`config.mk`:
```
export PLATFORM = sky130hd
export DESIGN_NAME = dmareg_top
export DESIGN_NICKNAME = d
export VERILOG_FILES = /design/src/rtl/dmareg_pkg.sv /design/src/rtl/dmareg_ptr.sv /design/src/rtl/dmareg_chan.sv /design/src/rtl/dmareg_top.sv
export SDC_FILE = /design/constraint.sdc
export NUM_CORES = 1
export LEC_CHECK = 0
export BUFFER_PORTS_ARGS = -buffer_cell sky130_fd_sc_hd__buf_2
export CAP_MARGIN = 20
export CELL_PAD_IN_SITES_DETAIL_PLACEMENT = 2
export CELL_PAD_IN_SITES_GLOBAL_PLACEMENT = 2
export CORE_ASPECT_RATIO = 1.5
export CORE_MARGIN = 2
export CORE_UTILIZATION = 37
export CTS_BUF_LIST = sky130_fd_sc_hd__clkbuf_8
export DETAILED_ROUTE_END_ITERATION = 10
export GPL_ROUTABILITY_DRIVEN = 1
export GPL_TIMING_DRIVEN = 0
export PLACE_DENSITY_LB_ADDON = 0.1
export SYNTH_ARGS = -nofsm -noshare
export SYNTH_HDL_FRONTEND = slang
export SYNTH_SLANG_ARGS = --single-unit
```
`constraint.sdc`:
```
create_clock -name clk -period 4.9 [get_ports clk]
set_input_delay 0.98 -clock clk [delete_from_list [all_inputs] [get_ports clk]]
set_output_delay 0.98 -clock clk [all_outputs]
set_load 0.03 [all_outputs]
```
`src/rtl/dmareg_pkg.sv`:
```
package dmareg_pkg;
  localparam int NCH    = 4;
  localparam int BYTE_W = 8;
  localparam int WORD_W = 2 * BYTE_W;
  localparam int CH_W   = $clog2(NCH);

  localparam logic [3:0] IDX_STATUS  = 4'h8;
  localparam logic [3:0] IDX_MASK1   = 4'hA;
  localparam logic [3:0] IDX_MODE    = 4'hB;
  localparam logic [3:0] IDX_PTRCLR  = 4'hC;
  localparam logic [3:0] IDX_MCLR    = 4'hD;
  localparam logic [3:0] IDX_UNMASK  = 4'hE;
  localparam logic [3:0] IDX_MASKALL = 4'hF;

  // Replace one byte of a word; hi selects the upper byte
  function automatic logic [WORD_W-1:0] merge_byte(input logic [WORD_W-1:0] w,
                                                   input logic [BYTE_W-1:0] b,
                                                   input logic hi);
    return hi ? {b, w[BYTE_W-1:0]} : {w[WORD_W-1:BYTE_W], b};
  endfunction

  function automatic logic [BYTE_W-1:0] pick_byte(input logic [WORD_W-1:0] w,
                                                  input logic hi);
    return hi ? w[WORD_W-1:BYTE_W] : w[BYTE_W-1:0];
  endfunction
endpackage

```
`src/rtl/dmareg_ptr.sv`:
```
module dmareg_ptr (
  input  logic clk,
  input  logic rst_n,
  input  logic toggle,
  input  logic clear,
  output logic ptr
);
  always_ff @(posedge clk or negedge rst_n) begin
    if (!rst_n)      ptr <= 1'b0;
    else if (clear)  ptr <= 1'b0;
    else if (toggle) ptr <= ~ptr;
  end

  AST_PTR_FLIPS: assert property (@(posedge clk) disable iff (!rst_n)
    (toggle && !clear) |=> (ptr != $past(ptr)));
  AST_PTR_CLEARED: assert property (@(posedge clk) disable iff (!rst_n)
    clear |=> !ptr);
endmodule

```
`src/rtl/dmareg_chan.sv`:
```
module dmareg_chan
  import dmareg_pkg::*;
(
  input  logic              clk,
  input  logic              rst_n,
  input  logic              wr_addr,
  input  logic              wr_cnt,
  input  logic              ptr,
  input  logic [BYTE_W-1:0] wdata,
  input  logic              upd,
  input  logic [WORD_W-1:0] upd_addr,
  input  logic [WORD_W-1:0] upd_cnt,
  input  logic              mask_we,
  input  logic              mask_val,
  input  logic              mode_we,
  input  logic              ai_val,
  input  logic              inc_val,
  input  logic              tc_set,
  input  logic              tc_clr,
  input  logic              tc_wipe,
  output logic [WORD_W-1:0] base_addr,
  output logic [WORD_W-1:0] cur_addr,
  output logic [WORD_W-1:0] base_cnt,
  output logic [WORD_W-1:0] cur_cnt,
  output logic              mask,
  output logic              autoinit,
  output logic              incr,
  output logic              tc
);
  logic host_wr;
  logic eng_take;
  assign host_wr  = wr_addr | wr_cnt;
  assign eng_take = upd & ~host_wr;

  always_ff @(posedge clk or negedge rst_n) begin
    if (!rst_n) begin
      base_addr <= '0;
      cur_addr  <= '0;
      base_cnt  <= '0;
      cur_cnt   <= '0;
    end else begin
      if (wr_addr) begin
        base_addr <= merge_byte(base_addr, wdata, ptr);
        cur_addr  <= merge_byte(cur_addr, wdata, ptr);
      end
      if (wr_cnt) begin
        base_cnt <= merge_byte(base_cnt, wdata, ptr);
        cur_cnt  <= merge_byte(cur_cnt, wdata, ptr);
      end
      if (eng_take) begin
        cur_addr <= upd_addr;
        cur_cnt  <= upd_cnt;
      end
    end
  end

  always_ff @(posedge clk or negedge rst_n) begin
    if (!rst_n) begin
      mask     <= 1'b1;
      autoinit <= 1'b0;
      incr     <= 1'b1;
      tc       <= 1'b0;
    end else begin
      if (mask_we) mask <= mask_val;
      if (mode_we) begin
        autoinit <= ai_val;
        incr     <= inc_val;
      end
      if (tc_wipe)     tc <= 1'b0;
      else if (tc_set) tc <= 1'b1;
      else if (tc_clr) tc <= 1'b0;
    end
  end

  AST_TC_SET_KEPT: assert property (@(posedge clk) disable iff (!rst_n)
    (tc_set && !tc_wipe) |=> tc);
  AST_TC_WIPED: assert property (@(posedge clk) disable iff (!rst_n)
    tc_wipe |=> !tc);
  AST_HOST_WINS: assert property (@(posedge clk) disable iff (!rst_n)
    (wr_addr && upd) |=> (cur_addr == base_addr) || ($past(cur_addr) != $past(base_addr)));
  AST_ENG_LOAD: assert property (@(posedge clk) disable iff (!rst_n)
    (upd && !host_wr) |=> (cur_addr == $past(upd_addr)) && (cur_cnt == $past(upd_cnt)));
endmodule

```
`src/rtl/dmareg_top.sv`:
```
module dmareg_top
  import dmareg_pkg::*;
(
  input  logic                  clk,
  input  logic                  rst_n,
  input  logic [3:0]            reg_idx,
  input  logic [BYTE_W-1:0]     reg_wdata,
  input  logic                  reg_wr,
  input  logic                  reg_rd,
  output logic [BYTE_W-1:0]     reg_rdata,
  input  logic [NCH-1:0]        eng_req,
  input  logic [NCH-1:0]        eng_tc_set,
  input  logic [NCH-1:0]        eng_upd,
  input  logic [WORD_W-1:0]     eng_addr,
  input  logic [WORD_W-1:0]     eng_cnt,
  output logic [NCH-1:0]        ch_mask,
  output logic [NCH-1:0]        ch_autoinit,
  output logic [NCH-1:0]        ch_incr,
  output logic [NCH-1:0]        ch_tc,
  output logic [NCH*WORD_W-1:0] ch_base_addr,
  output logic [NCH*WORD_W-1:0] ch_cur_addr,
  output logic [NCH*WORD_W-1:0] ch_base_cnt,
  output logic [NCH*WORD_W-1:0] ch_cur_cnt
);
  // Decoded events, named for the assertions
  logic word_reg;
  logic byte_acc;
  logic ptr_clr;
  logic mclr;
  logic stat_rd;
  logic unmask_all;
  logic ptr;
  logic [CH_W-1:0] word_ch;
  logic [CH_W-1:0] cmd_ch;

  assign word_reg   = ~reg_idx[3];
  assign byte_acc   = (reg_wr | reg_rd) & word_reg;
  assign mclr       = reg_wr & (reg_idx == IDX_MCLR);
  assign ptr_clr    = mclr | (reg_wr & (reg_idx == IDX_PTRCLR));
  assign stat_rd    = reg_rd & ~reg_wr & (reg_idx == IDX_STATUS);
  assign unmask_all = reg_wr & (reg_idx == IDX_UNMASK);
  assign word_ch    = reg_idx[CH_W:1];
  assign cmd_ch     = reg_wdata[CH_W-1:0];

  dmareg_ptr u_ptr (
    .clk    (clk),
    .rst_n  (rst_n),
    .toggle (byte_acc),
    .clear  (ptr_clr),
    .ptr    (ptr)
  );

  for (genvar c = 0; c < NCH; c++) begin : g_ch
    logic sel;
    logic wr_a, wr_c;
    logic m_we, m_val, md_we;

    assign sel  = (word_ch == c[CH_W-1:0]);
    assign wr_a = reg_wr & word_reg & sel & ~reg_idx[0];
    assign wr_c = reg_wr & word_reg & sel &  reg_idx[0];

    always_comb begin
      m_we  = 1'b0;
      m_val = 1'b0;
      if (reg_wr) begin
        unique case (reg_idx)
          IDX_MASK1:   begin m_we = (cmd_ch == c[CH_W-1:0]); m_val = reg_wdata[2]; end
          IDX_MCLR:    begin m_we = 1'b1; m_val = 1'b1; end
          IDX_UNMASK:  begin m_we = 1'b1; m_val = 1'b0; end
          IDX_MASKALL: begin m_we = 1'b1; m_val = reg_wdata[c]; end
          default:     begin m_we = 1'b0; m_val = 1'b0; end
        endcase
      end
    end
    assign md_we = reg_wr & (reg_idx == IDX_MODE) & (cmd_ch == c[CH_W-1:0]);

    dmareg_chan u_chan (
      .clk       (clk),
      .rst_n     (rst_n),
      .wr_addr   (wr_a),
      .wr_cnt    (wr_c),
      .ptr       (ptr),
      .wdata     (reg_wdata),
      .upd       (eng_upd[c]),
      .upd_addr  (eng_addr),
      .upd_cnt   (eng_cnt),
      .mask_we   (m_we),
      .mask_val  (m_val),
      .mode_we   (md_we),
      .ai_val    (reg_wdata[4]),
      .inc_val   (reg_wdata[5]),
      .tc_set    (eng_tc_set[c]),
      .tc_clr    (stat_rd),
      .tc_wipe   (mclr),
      .base_addr (ch_base_addr[c*WORD_W +: WORD_W]),
      .cur_addr  (ch_cur_addr[c*WORD_W +: WORD_W]),
      .base_cnt  (ch_base_cnt[c*WORD_W +: WORD_W]),
      .cur_cnt   (ch_cur_cnt[c*WORD_W +: WORD_W]),
      .mask      (ch_mask[c]),
      .autoinit  (ch_autoinit[c]),
      .incr      (ch_incr[c]),
      .tc        (ch_tc[c])
    );
  end

  // Read path: current values only, byte chosen by the shared pointer
  logic [WORD_W-1:0] rd_word;
  always_comb begin
    rd_word = reg_idx[0] ? ch_cur_cnt[word_ch*WORD_W +: WORD_W]
                         : ch_cur_addr[word_ch*WORD_W +: WORD_W];
    reg_rdata = '0;
    if (reg_rd) begin
      if (word_reg)                      reg_rdata = pick_byte(rd_word, ptr);
      else if (reg_idx == IDX_STATUS)    reg_rdata = {eng_req, ch_tc};
      else                               reg_rdata = '1;
    end
  end

  AST_MCLR_MASKS_ALL: assert property (@(posedge clk) disable iff (!rst_n)
    mclr |=> (&ch_mask) && (ch_tc == '0));
  AST_UNMASK_ALL: assert property (@(posedge clk) disable iff (!rst_n)
    unmask_all |=> (ch_mask == '0));
  AST_STATUS_CLEARS: assert property (@(posedge clk) disable iff (!rst_n)
    (stat_rd && eng_tc_set == '0) |=> (ch_tc == '0));
  AST_UNDEF_READ_FF: assert property (@(posedge clk) disable iff (!rst_n)
    (reg_rd && !reg_wr && reg_idx > IDX_STATUS) |-> (reg_rdata == '1));
  AST_UNDEF_READ_STILL: assert property (@(posedge clk) disable iff (!rst_n)
    (reg_rd && !reg_wr && reg_idx > IDX_STATUS && eng_upd == '0 && eng_tc_set == '0)
      |=> $stable(ch_mask) && $stable(ch_tc) && $stable(ch_cur_addr));
endmodule

```
==> results_dict.tcl <==
set metrics [dict create \
    final_area_sq_mm 0.01586 \
    multi_input_area_sq_mm 0.005259 \
    clock_skew_ns 0.02872 \
    setup_slack_ns 0.6607 \
    clkTransAtPathRegs_ns 0.06 \
    criticalPathCategory "input pin to output pin" \
    via_per_inst 5.777 \
    hp-class "input pin to asynchronous set/reset pin" \
    hpwl_microns 43350 \
    syn_inst 1104 \
    io_buffers 333 \
    post-route-period-util_pct 86.52 \
    max_cap_viol_count 0 \
    drt-wirelength-per-cell_microns 30.57 \
    ys_types 49 \
    r2r-end "g_ch[2].u_chan.cur_cnt[8]" \
    ant_nets 0 \
    hold_viol 0 \
    grt_pass1_vias 12292 \
    synth_ff_type "dfrtp_1" \
    r2r-start "u_ptr.ptr" \
    synth_edf_count 0 \
    clock_path_buffers 3 \
    grt_max_degree 115 \
    core_sq_mm 0.03406 \
    drc 0 \
    layout_min_cycle_time_ns 4.239 \
    antenna_found_initial 3 \
    numCtsBuffers 46 \
    synth_area_sq_mm 0.01269 \
    post-place-ws_ns 0.6948 \
    arrival_ns 3.26 \
    synthArstFlopShare_pct 100.0 \
    start_util_pct 37.26 \
    report.final.setup_viol 0 \
    htreeDepth 2 \
    place_congestion 0.8918 \
    yosys_warnings 0 \
    grt_use_total_pct 33.13 \
    netlist.top_cell.by_area "dfrtp_1" \
    r2r_slack_ns 2.35 \
    rsz0062_at_grt "no" \
    dp.cells 1864 \
    crit_path_end_kind "output pin" \
    dr_total_vias 11254 \
    cts_root_buf "clkbuf_8" \
    die_h_microns 230.8 \
    synth_seq_cells 273 \
    cts-hold-fix-buffers 0 \
    slew_headroom_pct 26.47 \
    final_common_cell "buf_2" \
    nNetsFinal 1547 \
    dieArea_sq_mm 0.03583 \
    critPathLaunchType "input pin" \
    seq_area_sq_mm 0.006842 \
    die_x_microns 155.2 \
    clock_latency_ns 0.62 \
    grt_pass1_wl_microns 85810 \
    ys_seq_area_share_pct 53.91 \
    pin_count 340 \
    power_density_mw_per_mm2 458.4 \
    postCtsResizedCells 0 \
    dr.first_iter.drc_count 657 \
    max_freq_ghz 0.2359 \
    cts_tree "yes" \
    worst_pin_slew_ns 1.103 \
    grt_overflow 0 \
    slew_viol_final 0 \
    synth_top_cells_by_area "dfrtp_1, mux2_2, mux2i_1, nand2_1, a21o_1" \
    synth_top_area_share_pct 52.25 \
    dr.pass1.iters 7 \
    status "finished, final reports clean" \
    cp.required_ns 3.92 \
    cts_setup_buffers 0 \
    place_area_sq_mm 0.01495 \
    syn_nets 1164 \
    instances_no_fill 1948 \
    critical_path.max_fanout 10 \
    layout_common_cells "buf_2, dfrtp_1, nand2_1, mux2_2, mux2i_1" \
    wl_microns 59560 \
    cts_sinks 273 \
    rows 83 \
    syn_area_per_cell_sq_um 11.50 \
    synthToLayoutAreaGrowth_pct 24.97 \
    drive_above_1_share_pct 39.21 \
    r2r.worst_path.cells 5 \
    irDropWorstVdd_mv 0.3057 \
    leakagePower_nw 8.197 \
    nFillCells 3619 \
]
-- flip-flops by register name, summed over array words and instances, names as in the netlist --
register	flops
g_ch.u_chan.mask	4
g_ch.u_chan.autoinit	4
u_ptr.ptr	1
g_ch.u_chan.cur_cnt	64
g_ch.u_chan.base_cnt	64
g_ch.u_chan.incr	4
g_ch.u_chan.cur_addr	64
g_ch.u_chan.base_addr	64
g_ch.u_chan.tc	4
-- final cells by class --
class | instances | share of cell area (%)
buffer | 109 | 3.463
clock inverter | 23 | 0.6311
clock buffer | 58 | 5.033
sequential | 273 | 43.14
antenna | 3 | 0.04733
inverter | 11 | 0.2603
tap | 425 | 3.353
multi-input combinational | 711 | 33.16
timing repair buffer | 335 | 10.92
-- cells in the mapped netlist, types with 3 or more instances --
cell and instances:
nor2b_1 3, o21ai_1 23, a21o_1 56, nor2_1 47, a31oi_1 17, o21ai_0 45, buf_4 24, dfrtp_1 265
a221o_1 28, or3_1 3, mux2_2 104, buf_2 34, mux2i_1 67, inv_1 9, nand3_1 10, a22o_1 46
buf_1 3, nand2b_1 8, nor3_1 23, o221ai_1 3, dfstp_2 8, and2_1 4, a21oi_1 24, and3_1 7
mux4_2 16, nor3_2 4, a22oi_1 7, clkbuf_1 47, nand2_1 140
-- critical path, stage by stage --
cell and delay [ns]:
buf_2 0.13, buf_4 0.25, buf_4 0.25, buf_2 0.43, mux2i_1 0.42, a22oi_1 0.11
a31oi_1 0.32, a21oi_1 0.15, buf_2 0.21
-- logic make-up after synthesis --
group                  Yosys count  share of synthesized area [%]
AOI/OAI and AO/OA              261                          14.59
buffers and inverters          120                          4.653
DFF                            273                          53.91
muxes                          189                          17.53
and+or+nand+nor                261                          9.317
-- worst max-delay path by stage --
stage                    start                     endpoint  depth (start not counted)
floorplan           reg_idx[0]                 reg_rdata[1]                          7
global placement         rst_n  g_ch[3].u_chan.base_cnt[10]                          1
detailed placement  reg_idx[0]                 reg_rdata[5]                          9
CTS                 reg_idx[0]                 reg_rdata[5]                          9
global route        reg_idx[0]                 reg_rdata[7]                          9
finish              reg_idx[0]                 reg_rdata[0]                          9
-- stage by stage --
stage	utilization (%)	power, mW	TNS, ns	hold WS, ns
floorplan	-	4.345	0	0.4484
global placement	43.71	5.154	-676.22	0.4571
detailed placement	43.90	5.231	0	0.4621
CTS	46.54	7.320	0	0.3372
global route	46.55	7.554	0	0.3693
finish	46.56	7.270	0	0.3456
-- report_power, final --
group | total (mW) | switching, mW | internal [mW] | leakage (nW)
Sequential | 2.93 | 0.275 | 2.66 | 3.38
Clock | 2.06 | 1.00 | 1.06 | 0.532
Combinational | 2.27 | 1.58 | 0.695 | 4.28
-- layer usage --
layer	track usage [%]	vias up	wire length [microns]
met1	38.14	5857	22090
met4	19.38	2	3956
met2	56.86	496	29560
met5	0	-	15
li1	-	4730	-
met3	6.777	169	3935
Power figures use the tool's default switching activity.
